## config.mk

```make
export PLATFORM = sky130hd
export DESIGN_NAME = dma_chan
export DESIGN_NICKNAME = d
export VERILOG_FILES = /design/src/rtl/dma_pkg.sv /design/src/rtl/dma_regs.sv /design/src/rtl/dma_req.sv /design/src/rtl/dma_seq.sv /design/src/rtl/dma_chan.sv
export SDC_FILE = /design/constraint.sdc
export NUM_CORES = 1
export LEC_CHECK = 0
export ABC_CLOCK_PERIOD_IN_PS = 3500
export BUFFER_PORTS_ARGS = -buffer_cell sky130_fd_sc_hd__buf_4
export CAP_MARGIN = 20
export CORE_ASPECT_RATIO = 2
export CORE_MARGIN = 2
export CORE_UTILIZATION = 44
export CTS_CLUSTER_SIZE = 40
export DETAILED_ROUTE_END_ITERATION = 8
export GPL_ROUTABILITY_DRIVEN = 0
export GPL_TIMING_DRIVEN = 1
export HOLD_SLACK_MARGIN = 0.03
export PLACE_DENSITY = 0.64
export SLEW_MARGIN = 20
export SYNTH_ARGS = -nofsm -noshare
export SYNTH_HDL_FRONTEND = slang
export SYNTH_SLANG_ARGS = --single-unit
```

## constraint.sdc

```tcl
create_clock -name clk -period 3.5 [get_ports clk]
set_input_delay 0.35 -clock clk [delete_from_list [all_inputs] [get_ports clk]]
set_output_delay 0.35 -clock clk [all_outputs]
set_load 0.01 [all_outputs]
```

## src/rtl/dma_pkg.sv

```systemverilog
package dma_pkg;
  localparam int unsigned ADDR_W = 20;
  localparam int unsigned DATA_W = 8;

  localparam logic [ADDR_W-1:0] IO_KEEP_MASK = 20'h0FFFF;
  localparam logic [ADDR_W-1:0] EXT_GATE_MASK = 20'hB0000;

  localparam logic [2:0] SEL_SRC  = 3'd0;
  localparam logic [2:0] SEL_DST  = 3'd1;
  localparam logic [2:0] SEL_CNT  = 3'd2;
  localparam logic [2:0] SEL_MODE = 3'd3;
  localparam logic [2:0] SEL_STAT = 3'd4;

  typedef enum logic [1:0] {
    AM_INC = 2'b00,
    AM_DEC = 2'b01,
    AM_FIX = 2'b10,
    AM_IO  = 2'b11
  } addr_mode_e;

  typedef enum logic [1:0] {
    SQ_IDLE = 2'b00,
    SQ_RD   = 2'b01,
    SQ_WR   = 2'b10
  } seq_state_e;

  function automatic logic [ADDR_W-1:0] next_addr(input logic [ADDR_W-1:0] a,
                                                  input addr_mode_e m);
    case (m)
      AM_INC:  next_addr = a + 1'b1;
      AM_DEC:  next_addr = a - 1'b1;
      default: next_addr = a;
    endcase
  endfunction

  function automatic logic [ADDR_W-1:0] bus_form(input logic [ADDR_W-1:0] a,
                                                 input addr_mode_e m);
    bus_form = (m == AM_IO) ? (a & IO_KEEP_MASK) : a;
  endfunction

  function automatic logic ext_gate_ok(input logic [ADDR_W-1:0] a);
    ext_gate_ok = ((a & EXT_GATE_MASK) == '0);
  endfunction
endpackage

```

## src/rtl/dma_regs.sv

```systemverilog
module dma_regs
  import dma_pkg::*;
#(
  parameter int unsigned COUNT_W = 16
) (
  input  logic               clk,
  input  logic               rst_n,
  input  logic               wr_en,
  input  logic [2:0]         wr_sel,
  input  logic [ADDR_W-1:0]  wr_data,
  input  logic               byte_done,
  input  logic               last_done,
  output logic [ADDR_W-1:0]  src,
  output logic [ADDR_W-1:0]  dst,
  output logic [COUNT_W-1:0] count,
  output addr_mode_e         src_mode,
  output addr_mode_e         dst_mode,
  output logic               edge_mode,
  output logic               serial_peer,
  output logic               irq_en,
  output logic               run,
  output logic               done
);
  always_ff @(posedge clk) begin
    if (!rst_n) begin
      src         <= '0;
      dst         <= '0;
      count       <= '0;
      src_mode    <= AM_INC;
      dst_mode    <= AM_INC;
      edge_mode   <= 1'b0;
      serial_peer <= 1'b0;
      irq_en      <= 1'b0;
      run         <= 1'b0;
      done        <= 1'b0;
    end else begin
      if (wr_en) begin
        case (wr_sel)
          SEL_SRC: src <= wr_data;
          SEL_DST: dst <= wr_data;
          SEL_CNT: count <= wr_data[COUNT_W-1:0];
          SEL_MODE: begin
            src_mode    <= addr_mode_e'(wr_data[1:0]);
            dst_mode    <= addr_mode_e'(wr_data[3:2]);
            edge_mode   <= wr_data[4];
            serial_peer <= wr_data[5];
          end
          SEL_STAT: begin
            irq_en <= wr_data[0];
            if (!wr_data[2]) begin
              run <= wr_data[1];
              if (wr_data[1]) done <= 1'b0;
            end
          end
          default: ;
        endcase
      end
      // a finished byte outranks a same-cycle software write
      if (byte_done) begin
        src   <= next_addr(src, src_mode);
        dst   <= next_addr(dst, dst_mode);
        count <= count - 1'b1;
        if (last_done) begin
          run  <= 1'b0;
          done <= 1'b1;
        end
      end
    end
  end
endmodule

```

## src/rtl/dma_req.sv

```systemverilog
module dma_req
  import dma_pkg::*;
(
  input  logic              clk,
  input  logic              rst_n,
  input  logic              run,
  input  logic              edge_mode,
  input  logic              serial_peer,
  input  addr_mode_e        src_mode,
  input  addr_mode_e        dst_mode,
  input  logic [ADDR_W-1:0] src,
  input  logic [ADDR_W-1:0] dst,
  input  logic              dreq_n,
  input  logic              tx_empty,
  input  logic              rx_full,
  input  logic              take,
  output logic              req
);
  logic dreq_q, pend_q;
  logic src_io, dst_io, ext_ok, fall, serial_req, pin_req;
  logic [ADDR_W-1:0] io_side;

  assign src_io  = (src_mode == AM_IO);
  assign dst_io  = (dst_mode == AM_IO);
  assign io_side = dst_io ? dst : src;
  assign ext_ok  = !(src_io || dst_io) || ext_gate_ok(io_side);
  assign fall    = dreq_q && !dreq_n;

  always_ff @(posedge clk) begin
    if (!rst_n) begin
      dreq_q <= 1'b1;
      pend_q <= 1'b0;
    end else begin
      dreq_q <= dreq_n;
      if (!run)
        pend_q <= 1'b0;
      else begin
        if (take) pend_q <= 1'b0;
        if (fall && ext_ok) pend_q <= 1'b1;
      end
    end
  end

  assign serial_req = dst_io ? tx_empty : (src_io && rx_full);
  assign pin_req    = edge_mode ? pend_q : (!dreq_n && ext_ok);
  assign req        = serial_peer ? serial_req : pin_req;
endmodule

```

## src/rtl/dma_seq.sv

```systemverilog
module dma_seq
  import dma_pkg::*;
(
  input  logic              clk,
  input  logic              rst_n,
  input  logic              run,
  input  logic              req,
  input  logic              last,
  input  logic [ADDR_W-1:0] src,
  input  logic [ADDR_W-1:0] dst,
  input  addr_mode_e        src_mode,
  input  addr_mode_e        dst_mode,
  input  logic              bus_ack,
  input  logic [DATA_W-1:0] bus_rdata,
  output logic              bus_req,
  output logic              bus_wr,
  output logic              bus_io,
  output logic [ADDR_W-1:0] bus_addr,
  output logic [DATA_W-1:0] bus_wdata,
  output logic              take,
  output logic              byte_done,
  output logic              xfer_end
);
  seq_state_e state_q;
  logic [DATA_W-1:0] data_q;

  assign take      = (state_q == SQ_IDLE) && run && req;
  assign byte_done = (state_q == SQ_WR) && bus_ack;
  assign xfer_end  = byte_done && last;

  always_ff @(posedge clk) begin
    if (!rst_n) begin
      state_q <= SQ_IDLE;
      data_q  <= '0;
    end else begin
      case (state_q)
        SQ_IDLE: if (take) state_q <= SQ_RD;
        SQ_RD: if (bus_ack) begin
          data_q  <= bus_rdata;
          state_q <= SQ_WR;
        end
        SQ_WR: if (bus_ack) state_q <= SQ_IDLE;
        default: state_q <= SQ_IDLE;
      endcase
    end
  end

  always_comb begin
    bus_req  = 1'b0;
    bus_wr   = 1'b0;
    bus_io   = 1'b0;
    bus_addr = '0;
    case (state_q)
      SQ_RD: begin
        bus_req  = 1'b1;
        bus_io   = (src_mode == AM_IO);
        bus_addr = bus_form(src, src_mode);
      end
      SQ_WR: begin
        bus_req  = 1'b1;
        bus_wr   = 1'b1;
        bus_io   = (dst_mode == AM_IO);
        bus_addr = bus_form(dst, dst_mode);
      end
      default: ;
    endcase
  end

  assign bus_wdata = data_q;
endmodule

```

## src/rtl/dma_chan.sv

```systemverilog
module dma_chan
  import dma_pkg::*;
#(
  parameter int unsigned COUNT_W = 16
) (
  input  logic              clk,
  input  logic              rst_n,
  input  logic              reg_wr,
  input  logic [2:0]        reg_sel,
  input  logic [ADDR_W-1:0] reg_wdata,
  input  logic [2:0]        reg_rsel,
  output logic [ADDR_W-1:0] reg_rdata,
  input  logic              dreq_n,
  input  logic              tx_empty,
  input  logic              rx_full,
  output logic              bus_req,
  output logic              bus_wr,
  output logic              bus_io,
  output logic [ADDR_W-1:0] bus_addr,
  output logic [DATA_W-1:0] bus_wdata,
  input  logic [DATA_W-1:0] bus_rdata,
  input  logic              bus_ack,
  output logic              xfer_end,
  output logic              irq,
  output logic              pins_owned
);
  localparam logic [COUNT_W-1:0] CNT_ONE = COUNT_W'(1);

  logic [ADDR_W-1:0]  src_q, dst_q;
  logic [COUNT_W-1:0] count_q;
  addr_mode_e         src_mode, dst_mode;
  logic edge_mode, serial_peer, irq_en, run_q, done_q;
  logic req, take, byte_done, last;

  assign last = (count_q == CNT_ONE);

  dma_regs #(.COUNT_W(COUNT_W)) u_regs (
    .clk(clk), .rst_n(rst_n),
    .wr_en(reg_wr), .wr_sel(reg_sel), .wr_data(reg_wdata),
    .byte_done(byte_done), .last_done(xfer_end),
    .src(src_q), .dst(dst_q), .count(count_q),
    .src_mode(src_mode), .dst_mode(dst_mode),
    .edge_mode(edge_mode), .serial_peer(serial_peer),
    .irq_en(irq_en), .run(run_q), .done(done_q)
  );

  dma_req u_req (
    .clk(clk), .rst_n(rst_n), .run(run_q),
    .edge_mode(edge_mode), .serial_peer(serial_peer),
    .src_mode(src_mode), .dst_mode(dst_mode),
    .src(src_q), .dst(dst_q),
    .dreq_n(dreq_n), .tx_empty(tx_empty), .rx_full(rx_full),
    .take(take), .req(req)
  );

  dma_seq u_seq (
    .clk(clk), .rst_n(rst_n), .run(run_q), .req(req), .last(last),
    .src(src_q), .dst(dst_q), .src_mode(src_mode), .dst_mode(dst_mode),
    .bus_ack(bus_ack), .bus_rdata(bus_rdata),
    .bus_req(bus_req), .bus_wr(bus_wr), .bus_io(bus_io),
    .bus_addr(bus_addr), .bus_wdata(bus_wdata),
    .take(take), .byte_done(byte_done), .xfer_end(xfer_end)
  );

  always_comb begin
    case (reg_rsel)
      SEL_SRC:  reg_rdata = src_q;
      SEL_DST:  reg_rdata = dst_q;
      SEL_CNT:  reg_rdata = ADDR_W'(count_q);
      SEL_MODE: reg_rdata = ADDR_W'({serial_peer, edge_mode, dst_mode, src_mode});
      SEL_STAT: reg_rdata = ADDR_W'({done_q, run_q, irq_en});
      default:  reg_rdata = '0;
    endcase
  end

  assign irq        = done_q && irq_en;
  assign pins_owned = run_q && ((src_mode == AM_IO) || (dst_mode == AM_IO));
endmodule

```

Word level (Yosys, flattened, before mapping)
Cells that the tools add are included.
{"block": "totals", "regBits": 77, "output_inout_bits": 54, "elab_cells": 112}
{"block": "op_classes", "muxes": 39, "reduce_logical": 34, "n_eq_ne": 20, "addsub": 5}
{"op": "$mux W20", "n": 9}
{"op": "$pmux W20 S2", "n": 3}
{"op": "$pmux W20 S5", "n": 1}
{"op": "$mux W16", "n": 3}
{"op": "$add A20 B1 Y20 const B", "n": 2}
{"op": "$sub A20 B1 Y20 const B", "n": 2}
{"op": "$logic_not A20 Y1", "n": 1}
{"op": "$mux W1", "n": 18}
{"op": "$eq A16 B1 Y1 const B", "n": 1}
{"op": "$sub A16 B1 Y16 const B", "n": 1}
{"op": "$eq A3 B2 Y1 const B", "n": 4}
{"op": "$logic_and A1 B1 Y1", "n": 10}
{"op": "$reduce_and A2 Y1", "n": 5}
{"op": "$reduce_bool A2 Y1", "n": 5}
{"op": "$reduce_and A3 Y1", "n": 3}
{"op": "$eq A2 B1 Y1 const B", "n": 3}
{"op": "$eq A2 B2 Y1 const B", "n": 3}
{"op": "$eq A3 B1 Y1 const B", "n": 2}
{"op": "$eq A3 B3 Y1 const B", "n": 2}
{"op": "$logic_not A2 Y1", "n": 3}
{"op": "$logic_not A3 Y1", "n": 2}
{"op": "$mux W2", "n": 3}
{"op": "$ne A2 B2 Y1 const B", "n": 3}
{"op": "$ne A3 B3 Y1 const B", "n": 2}
{"op": "5 further kinds", "n": 7}

Longest topological paths before layout
Gate-level depths: netlist (run 1).
{"block": "depth", "word_depth": 10, "ltp_mapped": 12}

Modules after synthesis
Synthesis (run 1) repeated with hierarchy kept, for this count alone.
{"block": "unflattened", "hier_cells": 892, "hier_area_um2": 6481.2}
{"mod": "dma_regs", "n_inst": 1, "area_each_um2": 4822.1, "cells_per_inst": 674}
{"mod": "dma_seq", "n_inst": 1, "area_each_um2": 849.6, "cells_per_inst": 109}
{"mod": "dma_chan", "n_inst": 1, "area_each_um2": 670.6, "cells_per_inst": 91}
{"mod": "dma_req", "n_inst": 1, "area_each_um2": 138.9, "cells_per_inst": 18}

Worst setup path before layout (run 1)
No wires, ideal clock.
{"block": "synth_timing", "kind": "reg2reg", "startpoint": "register u_regs.src_mode[1]", "endpoint": "register u_regs.src[14]", "setup_slack_ns": 0.648, "path_buffers": 3, "stages_incl_launch_ff": 12, "t_arrival_ns": 2.778, "required_time_ns": 3.426, "period_less_slack_ns": 2.852, "setup_ns": 0.074, "cell_sequence": "dfxtp_1 > nand2b_4 > buf_6 > clkbuf_8 > clkbuf_1 > xnor2_1 > ha_1 > or4_1 > or3_1 > a21bo_2 > a211o_1 > a31oi_1"}
{"block": "synth_between", "elab_chain_len": 3}
{"element": "start, declared", "line_no": "dma_regs.sv:16", "text": "output addr_mode_e src_mode,"}
{"element": "start signal, assigned", "line_no": "dma_regs.sv:43", "text": "src_mode <= addr_mode_e'(wr_data[1:0]);"}
{"element": "$eq A2 B1 Y1 / $logic_not A2 Y1 (equally long branches)", "line_no": "dma_pkg.sv:29", "text": "case (m)"}
{"element": "$ne A3 B3 Y1 (no line) / $pmux W20 S2 (equally long branches)"}
{"element": "$reduce_and A3 Y1 (no line) / $mux W20 (equally long branches)"}
{"element": "end signal, assigned", "line_no": "dma_regs.sv:39", "text": "SEL_SRC: src <= wr_data;"}
{"element": "end signal, assigned", "line_no": "dma_regs.sv:60", "text": "src <= next_addr(src, src_mode);"}
{"element": "end, declared", "line_no": "dma_regs.sv:13", "text": "output logic [ADDR_W-1:0] src,"}
Several ways; a longest one is shown, not always the timed one.
A chain may end at the register's enable or synchronous reset.

Final worst setup path (run 1)
{"block": "layout_timing", "startpoint": "register u_regs.count[7]", "endpoint": "output xfer_end"}
{"block": "layout_between", "elab_chain_len": 2}
{"element": "start, declared", "line_no": "dma_regs.sv:15", "text": "output logic [COUNT_W-1:0] count,"}
{"element": "start signal, assigned", "line_no": "dma_regs.sv:41", "text": "SEL_CNT: count <= wr_data[COUNT_W-1:0];"}
{"element": "start signal, assigned", "line_no": "dma_regs.sv:62", "text": "count <= count - 1'b1;"}
{"element": "$eq A16 B1 Y1", "line_no": "dma_chan.sv:35", "text": "assign last = (count_q == CNT_ONE);"}
{"element": "$logic_and A1 B1 Y1", "line_no": "dma_seq.sv:29", "text": "assign xfer_end = byte_done && last;"}
{"element": "end, declared", "line_no": "dma_chan.sv:23", "text": "output logic xfer_end,"}
No other way between the ends.

==> summary.txt, run 1 <==
Run status
  – Status: complete, no violations

Critical path
  – Crit Path Class: register to output pin
  – CP dominant cell by count: or3_1
  – Cells on worst reg2reg path: 9
  – Crit path from: u_regs.count[7]
  – Levels on crit path: 5
  – R2r startpoint: u_regs.dst_mode[0]
  – CP cell instances: or3_1 -> or4_1 -> or3_1 -> nor3_2 -> buf_4
  – CP endpoint kind: output pin
  – Worst Path Arrival: 2.56 ns
  – Req. time, crit path: approximately 3.2 ns
  – Critical Path Sink: xfer_end
  – Reg2reg setup slack: between 0.6 and 0.7 ns
  – Worst path bufs/invs: 1
  – Reg-to-reg endpoint: u_regs.dst[12]
  – Slowest cell delay on critical path: about 0.53 ns
  – CP max FO: 7
  – Crit path max-delay family: simple AND/OR/NAND/NOR gates
  – CP Launch Type: register
  – Crit path max-delay cell type: or4_1

STA
  – Worst-Margin Slew: around 1.1 ns
  – RSZ-0062 raised after global routing: false
  – Period utilisation layout: 0.830
  – Final WS setup: 0.595 ns
  – Fin Setup TNS: 0 ns
  – Slew Viols, Final: 0
  – Hold Vio Cnt, Final: 0
  – Final Critical Period: 2.91 ns
  – Clock Skews: around 0.0073 ns
  – Fmax: ~340 MHz
  – Final-report setup violation count: 0
  – Slew headroom: 0.266

Flow run
  – Number of max-cap violations: 0

Global route
  – Total global routing overflow: 0
  – Number of global-route vias before repair: between 7k and 8k
  – Largest net degree at the start of global routing: 48
  – First-pass GRT wire length: 39400 µm
  – Antenna violations before repair: 0
  – Total Routing Usage GR: 0.305

Drt
  – 1st-pass router iterations: 5
  – DRC Markers: 0
  – Wire per inst: 21.4 µm
  – Total Routed Length: between 20000 and 30000 µm
  – Vias: roughly 7.8k
  – Routed vias/inst: between 6 and 7
  – Post-route ant nets: 0
  – DR iter-0 viols: between 700 and 800

Final layout
  – Commonest non-fill, non-tap cells in the layout: 111 x buf_4, 104 x nor2_1, 96 x nand2_1
  – Most common cell after layout, fill and taps aside: buf_4
  – Finished Core Util: 0.506
  – Syn-to-layout area delta: 13.3%
  – Ant diodes: 0
  – Share of layout cells above drive strength 1: 0.146
  – Total Nets Final: around 1.0k
  – # fillers: roughly 1.5k

Die
  – Core Area: between 15000 and 20000 µm²
  – Chip height: 179 µm
  – Site row count: 64
  – Initial core utilization: 0.447
  – Die area: ~16000 µm²
  – Num ports: 95
  – Die width: between 90 and 100 µm

Synth
  – Syn avg cell area: between 7 and 8 µm²
  – Post-synth EDFFs: 0
  – Seq/Total Area, Yosys: 0.228
  – Main synth FF type: dfxtp_1
  – YS warnings: 0
  – Mapped Nets: between 1k and 1.5k
  – Synth cell types: between 70 and 80
  – Synthesized instance count: between 900 and 1k
  – Mapped cell area: about 6800 µm²
  – Synth async-reset ratio: 0
  – Yosys reg bits: 77

Power
  – Lkg Pwr: between 2 and 3 nW
  – Power per Cell Area: 297 nW/µm²
  – Worst vdd ir: 0.000228 V

Clock tree
  – CTS H-tree depth: 3
  – TritonCTS clock tree: yes
  – Worst-path clk slew: approximately 0.07 ns
  – CTS-repair resized insts: 0
  – Root buffer cell: clkbuf_16
  – Hold Buf Count CTS: 0
  – Total CTS buffers: 9
  – Max clock buf depth: 2
  – Setup Fix Bufs, Post-CTS: 0
  – Clk sinks: 77
  – Worst-Skew Late Latency: between 0.3 and 0.4 ns

Worst hold path
  – Min-delay src: dreq_n
  – Hold WC Path Type: input pin to register

Placed design
  – Dpl ws: ~0.80 ns
  – Hpwl dp: between 15000 and 20000 µm
  – Buffers on Ports: 94
where the power goes:
group / leakage [nW] / switching (mW) / internal (mW)
registers: 0.624 / 0.0584 / 0.905
logic: 2.02 / 0.254 / 0.166
clock network: 0.122 / 0.412 / 0.483
per-layer routing:
layer	global-route usage	routed length, µm	vias up
met5	0	0	-
met4	0.177	1500	0
met3	0.0355	2140	79
met2	0.476	11400	457
met1	0.405	10500	3595
li1	-	-	3620
sequential cells by signal, indices dropped and copies added (netlist names), 2 cells and up:
signal	count
u_regs.count	16
u_regs.dst	20
u_regs.dst_mode	2
u_regs.src	20
u_regs.src_mode	2
u_seq.bus_wdata	8
u_seq.state_q	2
synth_stat cells, drive strengths merged (5+ instances only):
| master | number | area share |
|---|---|---|
| nor2 | 105 | 0.059 |
| nand2 | 97 | 0.054 |
| clkbuf | 83 | 0.052 |
| dfxtp | 77 | 0.23 |
| a21oi | 69 | 0.051 |
| nor3 | 47 | 0.036 |
| o21ai | 43 | 0.032 |
| mux2i | 36 | 0.053 |
| nor2b | 35 | 0.032 |
| nand3 | 30 | 0.022 |
| a22oi | 29 | 0.032 |
| nor4 | 28 | 0.026 |
| nand4 | 17 | 0.016 |
| or3 | 17 | 0.016 |
| buf | 16 | 0.015 |
| a31oi | 15 | 0.014 |
| and2 | 15 | 0.014 |
| inv | 14 | 0.0078 |
| a211oi | 12 | 0.014 |
| xnor2 | 12 | 0.016 |
| and3 | 10 | 0.0094 |
| or4 | 10 | 0.012 |
| a21o | 9 | 0.010 |
| nand2b | 9 | 0.0094 |
| o211ai | 9 | 0.010 |
| o22ai | 9 | 0.0083 |
| ha | 8 | 0.015 |
| o31ai | 8 | 0.0089 |
| a32oi | 7 | 0.0091 |
| a2111oi | 6 | 0.0089 |
| a221oi | 6 | 0.0078 |
| a311oi | 6 | 0.0078 |
| o21a | 6 | 0.0067 |
| and4 | 5 | 0.0067 |
| o311ai | 5 | 0.0065 |
metrics by stage:
step | instance area (µm²) | power, mW | hold slack [ns] | std cells
after global routing | 7660 | 2.36 | 0.242 | 1189
after CTS | 7660 | 2.28 | 0.233 | 1189
after global placement | 7390 | 1.39 | 0.437 | 1173
final | 7660 | 2.28 | 0.241 | 1189
after detailed placement | 7390 | 1.39 | 0.442 | 1173
after floorplan | 6770 | 1.24 | 0.417 | 963
how the worst min path moves through the flow:
stage               slack, ns      endpoint  depth (start not counted)
CTS                      0.23  u_req.dreq_q                          2
floorplan                0.42  u_req.pend_q                          2
global route             0.24  u_req.dreq_q                          2
finish                   0.24  u_req.dreq_q                          2
global placement         0.44  u_req.pend_q                          2
detailed placement       0.44  u_req.pend_q                          2
cell type report:
cell class	count	area, µm²	area share
Multi-Input combinational cell	773	4720	0.616
Clock inverter	5	36.3	0.00473
Inverter	14	52.6	0.00686
Timing Repair Buffer	111	833	0.109
Tap cell	198	248	0.0323
Clock buffer	11	233	0.0304
Sequential cell	77	1540	0.201
kinds of logic (layout without fill, tap and decap cells):
group / count (synthesis) / in the layout / synth area share
DFF: 77 / 77 / 0.228
xor gates and xnor gates: 14 / 14 / 0.0181
adders and majority gates: 8 / 8 / 0.0148
buffers and inverters: 113 / 141 / 0.0749
AOI/OAI and AO/OA: 271 / 271 / 0.270
and+or+nand+nor: 439 / 439 / 0.328
muxes: 41 / 41 / 0.0666
Power figures use the tool's default switching activity.
==> inputs of run 2 (changes only) <==
- ABC_CLOCK_PERIOD_IN_PS: 3500 -> 2600
- PLACE_DENSITY: 0.64 -> 0.66
- clock period: 3.5 -> 2.6 ns (I/O delays scaled with it)
==> summary.txt, run 2 (same netlist as run 1, synthesis figures left out) <==
Run status
  – Status: complete, no violations

Clock tree
  – TritonCTS clock tree: yes
  – Root buffer cell: clkbuf_16
  – Clk sinks: 77 (unchanged)
  – Worst-Skew Late Latency: 0.35 ns (about the same)
  – Hold Buf Count CTS: 0 (unchanged)
  – Max clock buf depth: 2 (unchanged)
  – Worst-path clk slew: 0.07 ns (about the same)
  – CTS H-tree depth: 3 (unchanged)
  – Total CTS buffers: 9 (unchanged)

Die
  – Num ports: 95 (unchanged)
  – Die area: 16400 µm² (unchanged)
  – Core Area: 15100 µm² (unchanged)
  – Die width: 91.7 µm (unchanged)
  – Initial core utilization: 0.447 (unchanged)
  – Chip height: 179 µm (unchanged)
  – Site row count: 64 (unchanged)

STA
  – Slew headroom: 0.551 (+0.285)
  – RSZ-0062 raised after global routing: false
  – Worst-Margin Slew: 0.665 ns (-0.436 ns)
  – Clock Skews: 0.0109 ns (+0.00361 ns)
  – Final-report setup violation count: 0 (unchanged)
  – Final WS setup: 0.0955 ns (-0.499 ns)
  – Fin Setup TNS: 0 ns (unchanged)
  – Final hold slack: 0.119 ns (-0.122 ns)
  – Final Critical Period: around 2.5 ns
  – Fmax: roughly 400 MHz
  – Period utilisation layout: 0.963
  – Hold Vio Cnt, Final: 0 (unchanged)
  – Slew Viols, Final: 0 (unchanged)

Final layout
  – Total Nets Final: 1083 (+4.6%)
  – Final Non-Filler Cells: 1237 (+4.0%)
  – Largest regs: u_regs.dst (20), u_regs.src (20), u_regs.count (16)
  – Share of layout cells above drive strength 1: 0.195 (+0.0491)
  – Syn-to-layout area delta: 20.2%
  – Commonest non-fill, non-tap cells in the layout: 156 x buf_4, 104 x nor2_1, 96 x nand2_1
  – Final instance area: 8130 µm² (+6.1%)
  – Most common cell after layout, fill and taps aside: buf_4
  – Finished Core Util: 0.537 (+0.0310)
  – Ant diodes: 0 (unchanged)

Critical path
  – Crit path max-delay family: simple AND/OR/NAND/NOR gates
  – CP max FO: 7 (unchanged)
  – Worst Path Arrival: 2.24 ns (-0.32 ns)
  – CP cell instances: or3_4 -> or4_1 -> or3_4 -> nor3_4 -> buf_4
  – Crit Path Class: register to output pin
  – Req. time, crit path: 2.34 ns (-0.81 ns)
  – CP endpoint kind: output pin
  – CP dominant cell by count: or3_4
  – CP Launch Type: register
  – Worst path bufs/invs: 1 (unchanged)
  – Slowest cell delay on critical path: 0.44 ns (-0.09 ns)
  – Crit path max-delay cell type: or4_1

Power
  – Final Power: 3.24 mW (+42%)
  – Worst vdd ir: 0.000324 V (+42%)
  – Power per Cell Area: 399 nW/µm² (+34%)
  – Lkg Pwr: 3.05 nW (+10%)

Global route
  – Number of global-route vias before repair: 7441 (+5.8%)
  – Total global routing overflow: 0 (unchanged)
  – First-pass GRT wire length: 40900 µm (+4.0%)
  – Total Routing Usage GR: 0.319 (+0.0140)
  – Antenna violations before repair: 0 (unchanged)
  – Largest net degree at the start of global routing: 57 (+19%)

Drt
  – DR iter-0 viols: 1001 (+28%)
  – Routed vias/inst: 6.57 (+0.71%)
  – Vias: 8121 (+4.8%)
  – 1st-pass router iterations: 5 (unchanged)
  – DRC Markers: 0 (unchanged)
  – Total Routed Length: 26600 µm (+4.3%)
  – Wire per inst: 21.5 µm (+0.27%)
  – Post-route ant nets: 0 (unchanged)

Placed design
  – Buffers on Ports: 94 (unchanged)
  – Placement Cell Area: 7790 µm² (+5.3%)
  – Dpl ws: 0.225 ns (-0.573 ns)
  – Hpwl dp: 19200 µm (+5.9%)
  – Placed Cells: 1220 (+4.0%)

Worst hold path
  – Hold WC Path Type: input pin to register

Flow run
  – Number of max-cap violations: 0 (unchanged)
==> run 2: cell count changes in the layout (fill, tap and decap cells not counted), moves of 2 or more <==
cell and change:
a2111oi_0 -2, buf_4 +45, dfxtp_1 -2, clkinvlp_4 -2, dfxtp_2 +2, buf_12 +2, clkinv_4 +2, or3_4 +2
or3_1 -2, clkbuf_1 -2, nor4_1 -2
==> run 2: power by group <==
part	switching, mW	leakage, nW	internal [mW]	total, mW
Sequential	0.0583	0.625	1.22	1.28
Combinational	0.379	2.28	0.259	0.639
Clock	0.581	0.146	0.748	1.33
Total	1.02	3.05	2.23	3.24
==> run 2: layout make-up <==
type                       count  area (µm²)
clock buffer                   9         225
clock inverter                 7        73.8
fill                        1493        7000
inverter                      14        52.6
multi-input combinational    773        4770
sequential                    77        1540
tap                          198         248
timing repair buffer         159        1220
==> run 2: layer usage <==
layer	up-vias	routed length, µm	part of all wire	GRT usage
met3	102	2610	0.098	0.0523
met1	3755	10600	0.40	0.422
met4	0	1730	0.065	0.196
li1	3715	-	-	-
met5	-	0	0	0
met2	549	11700	0.44	0.486
==> run 2: path summary, 6_finish.rpt <==
| kind | start | endpoint | slack (ns) | cells after the start |
|---|---|---|---|---|
| setup / recovery | u_regs.count[7] | xfer_end | 0.1 | 5 |
| hold / removal | dreq_n | u_req.dreq_q | 0.12 | 2 |
| setup reg to reg | u_regs.dst_mode[1] | u_regs.dst[19] | 0.19 | 6 |
| hold reg to reg | u_seq.bus_wdata[3] | u_seq.bus_wdata[3] | 0.45 | 2 |
==> run 2: timing repair <==
| action | 4_1_cts | 5_1_grt |
|---|---|---|
| gates cloned | 0 | 0 |
| resized for setup | 1 | 9 |
| setup endpoints to repair | 1 | 4 |
| buffers inserted | 1 | 0 |
| pin swaps | 1 | 3 |
